[src/rtl/bwr_pkg.sv]
package bwr_pkg;

  typedef enum logic [1:0] {
    BWR_OFF   = 2'd0,
    BWR_READ  = 2'd1,
    BWR_WRITE = 2'd2
  } bwr_mode_e;

  function automatic bwr_mode_e bwr_classify(input logic live, input logic sel_n, input logic wen);
    if (!live || sel_n) return BWR_OFF;
    if (wen)            return BWR_WRITE;
    return BWR_READ;
  endfunction

endpackage

[src/rtl/bwr_ctrl.sv]
module bwr_ctrl
  import bwr_pkg::*;
(
  input  logic      rst_ni,
  input  logic      cs_ni,
  input  logic      we_i,
  output bwr_mode_e mode_o,
  output logic      commit_o
);

  always_comb begin
    mode_o   = bwr_classify(rst_ni, cs_ni, we_i);
    commit_o = (mode_o == BWR_WRITE);
  end

endmodule

[src/rtl/bwr_decode.sv]
module bwr_decode #(
  parameter int ADDR_W = 8,
  localparam int DEPTH = 1 << ADDR_W
) (
  input  logic [ADDR_W-1:0] addr_i,
  output logic [DEPTH-1:0]  sel_o
);

  for (genvar g = 0; g < DEPTH; g++) begin : g_word
    assign sel_o[g] = (addr_i == ADDR_W'(g));
  end

endmodule

[src/rtl/bwr_store.sv]
module bwr_store #(
  parameter int ADDR_W = 8,
  localparam int DEPTH = 1 << ADDR_W
) (
  input  logic              clk_i,
  input  logic              rst_ni,
  input  logic              wr_i,
  input  logic [DEPTH-1:0]  sel_i,
  input  logic [ADDR_W-1:0] addr_i,
  input  logic              din_i,
  output logic              rd_o
);

  logic [DEPTH-1:0] cells;

  always_ff @(posedge clk_i) begin
    for (int i = 0; i < DEPTH; i++) begin
      if (wr_i && sel_i[i]) cells[i] <= din_i;
    end
  end

  assign rd_o = |(sel_i & cells);

  AST_HOLD_WHEN_IDLE: assert property (@(posedge clk_i) disable iff (!rst_ni)
    !wr_i |=> $stable(cells));
  AST_WRITE_LANDS: assert property (@(posedge clk_i) disable iff (!rst_ni)
    wr_i |=> (cells[$past(addr_i)] == $past(din_i)));

endmodule

[src/rtl/bwr_outmux.sv]
module bwr_outmux
  import bwr_pkg::*;
(
  input  logic      clk_i,
  input  logic      rst_ni,
  input  bwr_mode_e mode_i,
  input  logic      din_i,
  input  logic      rd_i,
  output logic      q_o,
  output logic      q_oe_o,
  output logic      qn_o,
  output logic      qn_oe_o
);

  always_comb begin
    q_o     = 1'b0;
    qn_o    = 1'b0;
    q_oe_o  = 1'b0;
    qn_oe_o = 1'b0;
    case (mode_i)
      BWR_WRITE: begin
        q_o     = din_i;
        qn_o    = ~din_i;
        q_oe_o  = 1'b1;
        qn_oe_o = 1'b1;
      end
      BWR_READ: begin
        q_o     = rd_i;
        qn_o    = ~rd_i;
        q_oe_o  = 1'b1;
        qn_oe_o = 1'b1;
      end
      default: ;
    endcase
  end

  AST_FLOAT_WHEN_OFF: assert property (@(posedge clk_i) disable iff (!rst_ni)
    (mode_i == BWR_OFF) |-> (!q_oe_o && !qn_oe_o));
  AST_ECHO_ON_WRITE: assert property (@(posedge clk_i) disable iff (!rst_ni)
    (mode_i == BWR_WRITE) |-> (q_o == din_i && qn_o == !din_i));
  AST_READ_PATH: assert property (@(posedge clk_i) disable iff (!rst_ni)
    (mode_i == BWR_READ) |-> (q_o == rd_i));

endmodule

[src/rtl/bitwide_ram.sv]
module bitwide_ram
  import bwr_pkg::*;
#(
  parameter int ADDR_W = 8
) (
  input  logic              clk_i,
  input  logic              rst_ni,
  input  logic              cs_ni,
  input  logic              we_i,
  input  logic [ADDR_W-1:0] addr_i,
  input  logic              din_i,
  output logic              q_o,
  output logic              q_oe_o,
  output logic              qn_o,
  output logic              qn_oe_o
);

  localparam int DEPTH = 1 << ADDR_W;

  bwr_mode_e        mode;
  logic             commit;
  logic [DEPTH-1:0] sel;
  logic             rd_bit;

  bwr_ctrl u_ctrl (
    .rst_ni   (rst_ni),
    .cs_ni    (cs_ni),
    .we_i     (we_i),
    .mode_o   (mode),
    .commit_o (commit)
  );

  bwr_decode #(.ADDR_W(ADDR_W)) u_decode (
    .addr_i (addr_i),
    .sel_o  (sel)
  );

  bwr_store #(.ADDR_W(ADDR_W)) u_store (
    .clk_i  (clk_i),
    .rst_ni (rst_ni),
    .wr_i   (commit),
    .sel_i  (sel),
    .addr_i (addr_i),
    .din_i  (din_i),
    .rd_o   (rd_bit)
  );

  bwr_outmux u_outmux (
    .clk_i   (clk_i),
    .rst_ni  (rst_ni),
    .mode_i  (mode),
    .din_i   (din_i),
    .rd_i    (rd_bit),
    .q_o     (q_o),
    .q_oe_o  (q_oe_o),
    .qn_o    (qn_o),
    .qn_oe_o (qn_oe_o)
  );

  AST_DESELECT_FLOATS: assert property (@(posedge clk_i) disable iff (!rst_ni)
    cs_ni |-> (!q_oe_o && !qn_oe_o));
  AST_COMPLEMENT_PAIR: assert property (@(posedge clk_i) disable iff (!rst_ni)
    (q_oe_o && qn_oe_o) |-> (qn_o != q_o));
  AST_ENABLE_RULE: assert property (@(posedge clk_i) disable iff (!rst_ni)
    (q_oe_o || qn_oe_o) |-> !cs_ni);
  AST_SELECTED_DRIVES: assert property (@(posedge clk_i) disable iff (!rst_ni)
    !cs_ni |-> (q_oe_o && qn_oe_o));

endmodule

[config.mk]
export PLATFORM = sky130hd
export DESIGN_NAME = bitwide_ram
export DESIGN_NICKNAME = d
export VERILOG_FILES = /design/src/rtl/bwr_pkg.sv /design/src/rtl/bwr_ctrl.sv /design/src/rtl/bwr_decode.sv /design/src/rtl/bwr_store.sv /design/src/rtl/bwr_outmux.sv /design/src/rtl/bitwide_ram.sv
export SDC_FILE = /design/constraint.sdc
export NUM_CORES = 1
export LEC_CHECK = 0
export CAP_MARGIN = 20
export CORE_ASPECT_RATIO = 0.7
export CORE_UTILIZATION = 60
export DETAILED_ROUTE_END_ITERATION = 10
export DONT_BUFFER_PORTS = 1
export GPL_TIMING_DRIVEN = 1
export PLACE_DENSITY_LB_ADDON = 0.15
export SLEW_MARGIN = 0
export SYNTH_ARGS = -nofsm -noshare
export SYNTH_HDL_FRONTEND = slang
export SYNTH_SLANG_ARGS = --single-unit
[constraint.sdc]
create_clock -name clk_i -period 6.55 [get_ports clk_i]
set_clock_uncertainty 0.2 [all_clocks]
set_input_delay 1.31 -clock clk_i [delete_from_list [all_inputs] [get_ports clk_i]]
set_output_delay 1.31 -clock clk_i [all_outputs]
set_load 0.02 [all_outputs]
Word level (Yosys, flattened, before mapping)
Index checks and enable logic that the tools add are counted.

storage, ports and cells
  word-level logic and storage cells = 787
  flip-flop bits (word level) = 256
  output and inout bits = 4

operators by class
  reduce and logical (&&, ||, !) cells = 261
  equal/unequal tests = 257
  bitwise gates (word level) = 3
  multiplexer cells = 10

operator list
  cell                number
  $eq 8x8->1 const B  128
  $eq 8x7->1 const B  64
  $and 256x256->256   1
  $eq 8x6->1 const B  32
  $logic_and 1x1->1   256
  $reduce_or 256->1   1
  $eq 8x5->1 const B  16
  $eq 8x4->1 const B  8
  $eq 8x3->1 const B  4
  $eq 8x2->1 const B  2
  $eq 8x1->1 const B  1
  $logic_not 8->1     1
  $mux 2              4
  $mux 1              4
  $pmux 1 s2          2
  $eq 2x1->1 const B  1
  $eq 2x2->1 const B  1
  $not 1->1           2
  $reduce_or 2->1     1
  $logic_not 1->1     1
  $logic_or 1x1->1    1

Depth between registers and ports, before layout
Gate-level depths: netlist (run 1).

  depth after elaboration = 9
  gate-level depth with buffers = 11

Hierarchy
A second synthesis (run 1) with hierarchy kept.

unflattened totals
  cells, all modules = 1053
  area total of the unflattened synthesis = 12595.8 sq um

modules (own cells, without submodules)
  module      seq. area each (sq um)  area each (sq um)  cells an instance  times used
  bwr_store   7687.4                  10736.5            689                1
  bwr_decode  0.0                     1754.2             350                1
  bwr_outmux  0.0                     76.3               11                 1
  bwr_ctrl    0.0                     28.8               3                  1

Worst setup path after synthesis (run 1)
No wires, ideal clock.

  path kind = input port to output port
  start = input port addr_i[0]
  end = output port qn_o
  path buffers = 4
  data required time = 5040 ps
  setup slack = 1653 ps
  arrival = 3387 ps
  cell stages on the path = 11
  cell sequence = buf_6 > buf_2 > buf_2 > buf_2 > mux2i_1 > o22ai_1 > nand2_1 > nand2_1 > a2111oi_0 > o2111ai_1 > o21ai_1

on the way
  word-level cells in the longest chain between the ends = 5

RTL lines
  item                                line               source
  from (decl)                         bitwide_ram.sv:10  input logic [ADDR_W-1:0] addr_i,
  $eq 8x1->1 (tied with other cells)  bwr_decode.sv:10   assign sel_o[g] = (addr_i == ADDR_W'(g));
  $and 256x256->256 *                 bwr_store.sv:22    assign rd_o = |(sel_i & cells);
  $reduce_or 256->1 *                 bwr_store.sv:22
  $not 1->1 *                         bwr_outmux.sv:29   qn_o = ~rd_i;
  $pmux 1 s2 *                        bwr_outmux.sv:20   case (mode_i)
  to (decl)                           bitwide_ram.sv:14  output logic qn_o,

Every way passes the cells marked *; elsewhere a longest branch is shown, timed or not.

Worst setup path after layout (run 1)
  start = input port addr_i[2]
  end = output port q_o

on the way
  word-level cells in the longest chain between the ends = 4

RTL lines
  item                                line               source
  $eq 8x1->1 (tied with other cells)  bwr_decode.sv:10
  $and 256x256->256 *                 bwr_store.sv:22
  $reduce_or 256->1 *                 bwr_store.sv:22
  $pmux 1 s2 *                        bwr_outmux.sv:20
  to (decl)                           bitwide_ram.sv:12  output logic q_o,

Marked as above.

==> results of run 1 <==
## metrics by stage
stage                     instance area, um2  power (W)
after floorplan                        12100    0.00196
after global placement                 12100    0.00196
after detailed placement               12100    0.00196
after CTS                              12800    0.00326
after global routing                   12800    0.00332
final                                  12800    0.00326
## synthesized netlist by cell type, types with 4 or more instances
cell and n:
or4_1 4, buf_6 4, nor4_1 8, o21ai_0 8, nor4bb_1 5, mux2i_1 61
a32oi_1 11, nand3b_1 5, a21oi_1 4, and3_1 6, nor4b_1 7, nor3_1 10
clkbuf_1 50, a22oi_1 22, nand3_1 24, buf_1 5, buf_4 7, edfxtp_1 256
nand4b_1 6, and2_1 6, mux2_2 13, or4b_2 6, or3_1 6, nand2_1 35
nor2b_1 12, inv_1 6, o2111ai_1 7, a2bb2oi_1 4, nor2_1 277, and4b_1 5
nand4bb_1 6, o22ai_1 23, buf_2 29, a31oi_1 4, nand4_1 9, o22a_1 6
nor3b_1 7, a22o_1 4, o211ai_1 5
## cells by family after synthesis
kind of cell | count (synthesis) | share of synthesized area
AOI/OAI and AO/OA | 122 | 0.0758
buffers and inverters | 101 | 0.0390
DFF | 256 | 0.636
muxes | 76 | 0.0645
and+or+nand+nor | 459 | 0.184
## layer usage
metal  vias to the layer above  GRT usage  part of all wire
li1                       3656          -                 -
met2                       629      0.488              0.42
met1                      4219      0.538              0.42
met3                        83     0.0845              0.13
met5                         -          0                 0
met4                         0      0.101             0.031
## layout make-up
type,instances,area (um2)
sequential,256,7690
tap,270,338
clock inverter,10,77.6
clock buffer,29,641
multi-input combinational,657,3950
fill,1549,6920
timing repair buffer,15,113
inverter,6,22.5
## power groups by stage
stage	clock [W]	sequential, W	combinational, W
6_report	0.00133	0.00180	0.000131
4_1_cts	0.00133	0.00180	0.000126
3_5_place_dp	0	0.00184	0.000126
2_1_floorplan	0	0.00184	0.000120
5_1_grt	0.00138	0.00180	0.000134
3_3_place_gp	0	0.00184	0.000126
## critical path, delay by kind of cell
kind	cells	cell delay, ns
AND/OR/NAND/NOR	5	1.92
AO/OA/AOI/OAI	2	0.68
## worst max-delay path by stage
| stage | to | slack [ns] | depth (start not counted) |
|---|---|---|---|
| 6_report | q_o | 1.10 | 7 |
| 3_5_place_dp | q_o | 1.21 | 7 |
| 5_1_grt | q_o | 0.98 | 7 |
| 2_1_floorplan | qn_o | 1.65 | 11 |
| 3_3_place_gp | q_o | 1.33 | 7 |
| 4_1_cts | q_o | 1.21 | 7 |
==> flow_metrics.env, run 1 <==
export IMPL_combPwrFrac=0.040
export IMPL_p_leak_nw=3.85
export IMPL_cap_violations=0
export IMPL_synthesis_area_mm2=0.0121
export IMPL_whs_ns=0.691
export IMPL_worstPathRequired_ns=5.04
export IMPL_drt_total_wl_um=35600
export IMPL_drv_slew=0
export IMPL_cp_slowest_cell="nand3_1"
export IMPL_whs_path_depth=0
export IMPL_drtIter0Drc=1432
export IMPL_p_switching_w=0.000683
export IMPL_nNetsFinal=973
export IMPL_switching_share=0.209
export IMPL_clockBufferDepth=3
export IMPL_start_util=0.612
export IMPL_antenna_found_initial=0
export IMPL_worstPathArrival_ns=3.94
export IMPL_power_per_cell_area_mw_per_mm2=254
export IMPL_place_inst=1204
export IMPL_power_frac_seq=0.552
export IMPL_async_reset_ff_frac=0
export IMPL_synth_cells=1014
export IMPL_clkSinkCount=256
export IMPL_crit_start="addr_i[2]"
export IMPL_syn_to_final_growth_pct=6.16
export IMPL_io_buffers=0
export IMPL_num_vias=8587
export IMPL_cts_max_level=1
export IMPL_cts_resized=0
export IMPL_cts_root_buf="clkbuf_16"
export IMPL_setup_viol=0
export IMPL_ios=17
export IMPL_grt_use_total=0.349
export IMPL_synth_nets=1027
export IMPL_synth_top_area_share=0.636
export IMPL_maxSlewHeadroom=0.264
export IMPL_finalCritPeriodShare=0.832
export IMPL_dieHeight_um=121
export IMPL_top_register="u_store.cells"
export IMPL_gp_congestion=1.05
export IMPL_final_util=0.650
export IMPL_cpPeakStageDelay_ns=0.92
export IMPL_status="finished, final reports clean"
export IMPL_hold_path_startpoint="din_i"
export IMPL_die_width_um=172
export IMPL_hold_viol_final=0
export IMPL_setup_tns_ns=0
export IMPL_dpl_worst_slack_ns=1.21
export IMPL_cts_setup_buffers=0
export IMPL_worst_pin_slew_ns=1.10
export IMPL_avgSynthCellArea_um2=11.9
export IMPL_synth_warnings=0
export IMPL_crit_path_cell_trace="nor2b_1 > nand3_1 > o22ai_1 > nor2_1 > nand4_1 > or3_1 > o21ba_1"
export IMPL_ys_flop_type="edfxtp_1"
export IMPL_synth_top_cell_by_area="edfxtp_1"
export IMPL_synth_area_top_cells="edfxtp_1 64%, nor2_1 8.6%, mux2i_1 5.1%"
export IMPL_p_int_w=0.00258
export IMPL_peakVddDrop_v=0.000206
export IMPL_endpoint_kind="output pin"
export IMPL_fmax_mhz=184
export IMPL_cts_hold_buf=0
export IMPL_synth_cell_types=64
export IMPL_grt_first_pass_wirelength_um=51300
export IMPL_cp_max_fo=37
export IMPL_dp_hpwl_um=21700
export IMPL_antenna_cells=0
export IMPL_fin_crit_ns=5.45
export IMPL_seq_area_frac_synth=0.636
export IMPL_die_area_mm2=0.0207
export IMPL_cts_tree="yes"
export IMPL_core_mm2=0.0197
export IMPL_grt_pass1_vias=7706
export IMPL_synth_edff_count=256
export IMPL_mostFrequentLayoutCells="277 x nor2_1, 256 x edfxtp_1, 61 x mux2i_1"
export IMPL_holdPathEnd="u_store.cells[234]"
export IMPL_cts_clk_slew_worst_paths_ns=0.06
export IMPL_drive_above_1_share=0.0750
export IMPL_via_per_inst=6.91
export IMPL_grt_max_degree=259
export IMPL_drc_errors=0
export IMPL_cts_buffers=24
export IMPL_post_drt_wl_per_cell_um=28.6
export IMPL_crit_type="in -> out"
export IMPL_startpoint_type="input pin"
export IMPL_final_common_cell="nor2_1"
export IMPL_grt_setup_unrepaired="no"
export IMPL_grt_overflow_total=0
export IMPL_worstHoldPathType="in -> reg"
export IMPL_ys_ff_latch=256
export IMPL_placementRows=43
export IMPL_final_cells=1243
export IMPL_reg_top3="u_store.cells (256)"
export IMPL_fin_ws_ns=1.10
export IMPL_clkPwrFrac=0.408
export IMPL_largest_reg_flops=256
export IMPL_dr_pass1_iters=6
export IMPL_antenna_left=0
(Power assumes the default switching activity.)
==> inputs of run 2 (changes only) <==
- CORE_UTILIZATION: 60 -> 58
- clock period: 6.55 -> 4.9 ns (I/O delays scaled with it)
==> run 2 against run 1 <==
Compared with the run above:
- first-iteration DRC count up 17%
- final cell count up 1.9%
- critical path depth unchanged
- routed wire length up 0.28%
- utilization down 0.37 points
- die area up 3.4%
- total power up 37%
- critical path type unchanged
- critical endpoint is now qn_o
- largest cell class unchanged
==> flow_metrics.env, run 2 (synthesis results as in run 1) <==
export IMPL_cpPeakStageDelay_ns=0.58
export IMPL_maxSlewHeadroom=0.269
export IMPL_critical_path_top_delay_family="compound AO/OA/AOI/OAI gates"
export IMPL_setup_tns_ns=0
export IMPL_antenna_cells=0
export IMPL_total_power_w=0.00447
export IMPL_hold_path_startpoint="din_i"
export IMPL_path_buf_inv=0
export IMPL_dpl_worst_slack_ns=0.450
export IMPL_reg_top3="u_store.cells (256)"
export IMPL_drtIter0Drc=1669
export IMPL_io_buffers=0
export IMPL_whs_path_depth=0
export IMPL_fin_ws_ns=0.281
export IMPL_gp_congestion=0.985
export IMPL_grt_max_degree=259
export IMPL_drc_errors=0
export IMPL_clkSinkCount=256
export IMPL_cts_root_buf="clkbuf_16"
export IMPL_hold_viol_final=0
export IMPL_clockBufferDepth=3
export IMPL_grt_setup_unrepaired="no"
export IMPL_cts_resized=0
export IMPL_drv_slew=0
export IMPL_cp_slowest_cell="or4bb_1"
export IMPL_via_per_inst=6.93
export IMPL_placementRows=43
export IMPL_worstPathArrival_ns=3.44
export IMPL_final_common_cell="nor2_1"
export IMPL_setup_viol=0
export IMPL_p_int_w=0.00352
export IMPL_start_util=0.600
export IMPL_die_area_mm2=0.0214
export IMPL_p_leak_nw=3.96
export IMPL_power_frac_seq=0.539
export IMPL_cts_clk_slew_worst_paths_ns=0.06
export IMPL_worstHoldPathType="in -> reg"
export IMPL_finalCritPeriodShare=0.943
export IMPL_grt_pass1_vias=7804
export IMPL_cap_violations=0
export IMPL_top_register="u_store.cells"
export IMPL_post_drt_wl_per_cell_um=28.2
export IMPL_largest_reg_flops=256
export IMPL_crit_type="in -> out"
export IMPL_nNetsFinal=992
export IMPL_critical_path_cell_count=7
export IMPL_drt_total_wl_um=35600
export IMPL_num_vias=8771
export IMPL_grt_use_total=0.340
export IMPL_crit_path_cell_trace="or4bb_1 > a211oi_1 > a2111oi_0 > o211a_1 > nand4_1 > or3_1 > o21ai_1"
export IMPL_worstPathRequired_ns=3.72
export IMPL_drive_above_1_share=0.0894
export IMPL_final_cells=1266
export IMPL_worst_pin_slew_ns=1.09
export IMPL_startpoint_type="input pin"
export IMPL_power_per_cell_area_mw_per_mm2=344
export IMPL_cts_buffers=25
export IMPL_cts_setup_buffers=0
export IMPL_cts_hold_buf=0
export IMPL_antenna_left=0
export IMPL_fin_crit_ns=4.62
export IMPL_place_inst=1222
export IMPL_combPwrFrac=0.040
export IMPL_mostFrequentLayoutCells="277 x nor2_1, 256 x edfxtp_1, 61 x mux2i_1"
export IMPL_crit_start="addr_i[2]"
export IMPL_dieHeight_um=123
export IMPL_cp_max_fo=37
export IMPL_syn_to_final_growth_pct=7.57
export IMPL_switching_share=0.213
export IMPL_status="finished, final reports clean"
export IMPL_dp_hpwl_um=22200
export IMPL_grt_first_pass_wirelength_um=52300
export IMPL_antenna_found_initial=0
export IMPL_grt_overflow_total=0
export IMPL_fmax_mhz=217
export IMPL_peakVddDrop_v=0.000263
export IMPL_ios=17
export IMPL_cts_max_level=1
export IMPL_dr_pass1_iters=5
export IMPL_clkPwrFrac=0.421
export IMPL_endpoint_kind="output pin"
export IMPL_core_mm2=0.0201
export IMPL_die_width_um=174
export IMPL_p_switching_w=0.000954
export IMPL_cts_tree="yes"
[run 2: cell count changes in the layout (fill, tap and decap cells not counted), sizes merged]
cell | before | now
bufinv | 1 | 2
clkdlybuf4s18 | 0 | 1
clkbuf | 29 | 28
clkinv | 7 | 12
buf | 15 | 32
[run 2: worst paths after layout]
kind                                  to  slack [ns]
worst max-delay path                qn_o        0.28
worst min-delay path  u_store.cells[224]        0.35
[run 2: metal layers]
layer  vias up  routed length (um)  track usage
met3        84                5040       0.0830
met4         0                1050       0.0978
met5         -                   0            0
met1      4341               15000        0.526
li1       3690                   -            -
met2       656               14600        0.472
[run 2: per-stage QoR]
stage	hold WS [ns]	utilization	instance area, um2
after global routing	0.332	0.646	13000
final	0.346	0.646	13000
after floorplan	0.879	-	12100
after detailed placement	0.891	0.607	12200
after global placement	0.890	0.607	12200
after CTS	0.338	0.646	13000
[run 2: cell type report]
type | instances | area [um2]
clock buffers | 28 | 637
clock inverters | 16 | 139
fillers | 1610 | 7130
inverters | 6 | 22.5
multi-input cells | 657 | 3920
flip-flops and latches | 256 | 7690
well taps | 270 | 338
repair buffers | 33 | 250
[run 2: power by group through the flow]
stage,logic [W],clock network [W],registers [W]
6_report,0.000180,0.00188,0.00241
5_1_grt,0.000185,0.00195,0.00241
4_1_cts,0.000173,0.00188,0.00241
3_5_place_dp,0.000172,0,0.00246
3_3_place_gp,0.000172,0,0.00246
2_1_floorplan,0.000160,0,0.00246
==> inputs of run 3 (changes only) <==
- RECOVER_POWER: default -> 100
- SLEW_MARGIN: 0 -> default
==> run 3 against run 2 <==
Compared with the run above:
- via count down 0.10%
- final cell count stayed put
- worst setup slack worse by 0.027 ns
- combinational power is essentially flat
- hold slack better by 0.0022 ns
- routed wire length increased by 0.48%
- sequential power about the same
- count of clock-buffer cells in the layout did not move
- fmax is 0.58% lower
- largest cell class unchanged
- die area unchanged
- critical path depth unchanged
- non-clock buffer count stayed put
==> flow_metrics.env, run 3 (synthesis results as in run 1) <==
export IMPL_status="finished, final reports clean"
export IMPL_post_drt_wl_per_cell_um=28.3
export IMPL_setup_tns_ns=0
export IMPL_antenna_cells=0
export IMPL_largest_reg_flops=256
export IMPL_drive_above_1_share=0.0873
export IMPL_grt_use_met2=0.472
export IMPL_gp_congestion=0.985
export IMPL_core_mm2=0.0201
export IMPL_power_frac_seq=0.539
export IMPL_startpoint_type="input pin"
export IMPL_cap_violations=0
export IMPL_dp_hpwl_um=22200
export IMPL_peakVddDrop_v=0.000261
export IMPL_dr_pass1_iters=5
export IMPL_grt_first_pass_wirelength_um=52300
export IMPL_die_width_um=174
export IMPL_grt_pass1_vias=7804
export IMPL_hold_viol_final=0
export IMPL_placed_area_mm2=0.0122
export IMPL_clkSinkCount=256
export IMPL_cts_root_buf="clkbuf_16"
export IMPL_grt_busiest_layer="met1"
export IMPL_num_vias=8762
export IMPL_grt_use_total=0.340
export IMPL_dieHeight_um=123
export IMPL_antenna_found_initial=0
export IMPL_endpoint_kind="output pin"
export IMPL_power_per_cell_area_mw_per_mm2=344
export IMPL_fmax_mhz=215
export IMPL_cts_resized=0
export IMPL_cts_tree="yes"
export IMPL_cts_hold_buf=0
export IMPL_clockBufferDepth=3
export IMPL_clkPwrFrac=0.421
export IMPL_cts_buffers=25
export IMPL_p_leak_nw=3.96
export IMPL_grt_overflow_total=0
export IMPL_crit_type="in -> out"
export IMPL_io_buffers=0
export IMPL_maxSlewHeadroom=0.275
export IMPL_cts_max_level=1
export IMPL_cts_setup_buffers=0
export IMPL_combPwrFrac=0.040
export IMPL_drtIter0Drc=1642
export IMPL_top_register="u_store.cells"
export IMPL_worstPathRequired_ns=3.72
export IMPL_p_switching_w=0.000956
export IMPL_die_area_mm2=0.0214
export IMPL_cts_clk_slew_worst_paths_ns=0.06
export IMPL_crit_start="addr_i[2]"
export IMPL_via_per_inst=6.92
export IMPL_hold_path_startpoint="din_i"
export IMPL_cp_max_fo=37
export IMPL_worstHoldPathType="in -> reg"
export IMPL_grtUsageMet1=0.526
export IMPL_grt_setup_unrepaired="no"
export IMPL_drc_errors=0
export IMPL_fin_area_mm2=0.0130
export IMPL_worstPathArrival_ns=3.47
export IMPL_mostFrequentLayoutCells="277 x nor2_1, 256 x edfxtp_1, 61 x mux2i_1"
export IMPL_reg_top3="u_store.cells (256)"
export IMPL_final_common_cell="nor2_1"
export IMPL_ios=17
export IMPL_worst_pin_slew_ns=1.08
export IMPL_grtUsageMet3=0.0830
export IMPL_syn_to_final_growth_pct=7.51
export IMPL_switching_share=0.214
export IMPL_start_util=0.600
export IMPL_antenna_left=0
export IMPL_grt_max_degree=259
export IMPL_drt_total_wl_um=35800
export IMPL_fin_crit_ns=4.65
export IMPL_nNetsFinal=992
export IMPL_p_int_w=0.00352
export IMPL_placementRows=43
export IMPL_finalCritPeriodShare=0.948
export IMPL_setup_viol=0
export IMPL_drv_slew=0
## run 3: cell types whose count changed in the layout (fill, tap and decap cells not counted)
| cell | delta |
|---|---|
| and2_1 | -1 |
| clkbuf_1 | +2 |
| and2_0 | +1 |
| buf_4 | -2 |
## run 3: worst max-delay path, cell delays in order
cell and delay (ns):
or4bb_1 0.58, a211oi_1 0.19, a2111oi_0 0.50, o211a_1 0.27
nand4_1 0.16, or3_1 0.38, o21ai_1 0.39
## run 3: cell type report
type	instances	area, um2
inverters	6	22.5
well taps	270	338
clock inverters	16	139
fillers	1614	7130
multi-input cells	657	3920
clock buffers	28	637
flip-flops and latches	256	7690
repair buffers	33	243
## run 3: through the flow
step           hold WS (ns)  cells   util  setup slack [ns]  power (W)
2_1_floorplan         0.879   1014      -             0.663    0.00262
3_3_place_gp          0.890   1221  0.607             0.468    0.00263
3_5_place_dp          0.891   1222  0.607             0.450    0.00263
4_1_cts               0.338   1266  0.646             0.437    0.00446
5_1_grt               0.332   1266  0.645             0.251    0.00454
6_report              0.348   1266  0.645             0.254    0.00447
## run 3: routing by layer
metal	vias to the layer above	share of wire
met5	-	0
met1	4331	0.42
met3	87	0.14
met2	655	0.41
li1	3689	-
met4	0	0.028
## run 3: path summary, 6_finish.rpt
| check | endpoint | slack [ns] | cells past startpoint |
|---|---|---|---|
| max | qn_o | 0.25 | 7 |
| min | u_store.cells[224] | 0.35 | 0 |
## run 3: power by group through the flow
| stage | Combinational [W] | Clock (W) | Sequential [W] |
|---|---|---|---|
| after floorplan | 0.000160 | 0 | 0.00246 |
| after global placement | 0.000172 | 0 | 0.00246 |
| after detailed placement | 0.000172 | 0 | 0.00246 |
| after CTS | 0.000173 | 0.00188 | 0.00241 |
| after global routing | 0.000184 | 0.00195 | 0.00241 |
| final | 0.000180 | 0.00188 | 0.00241 |
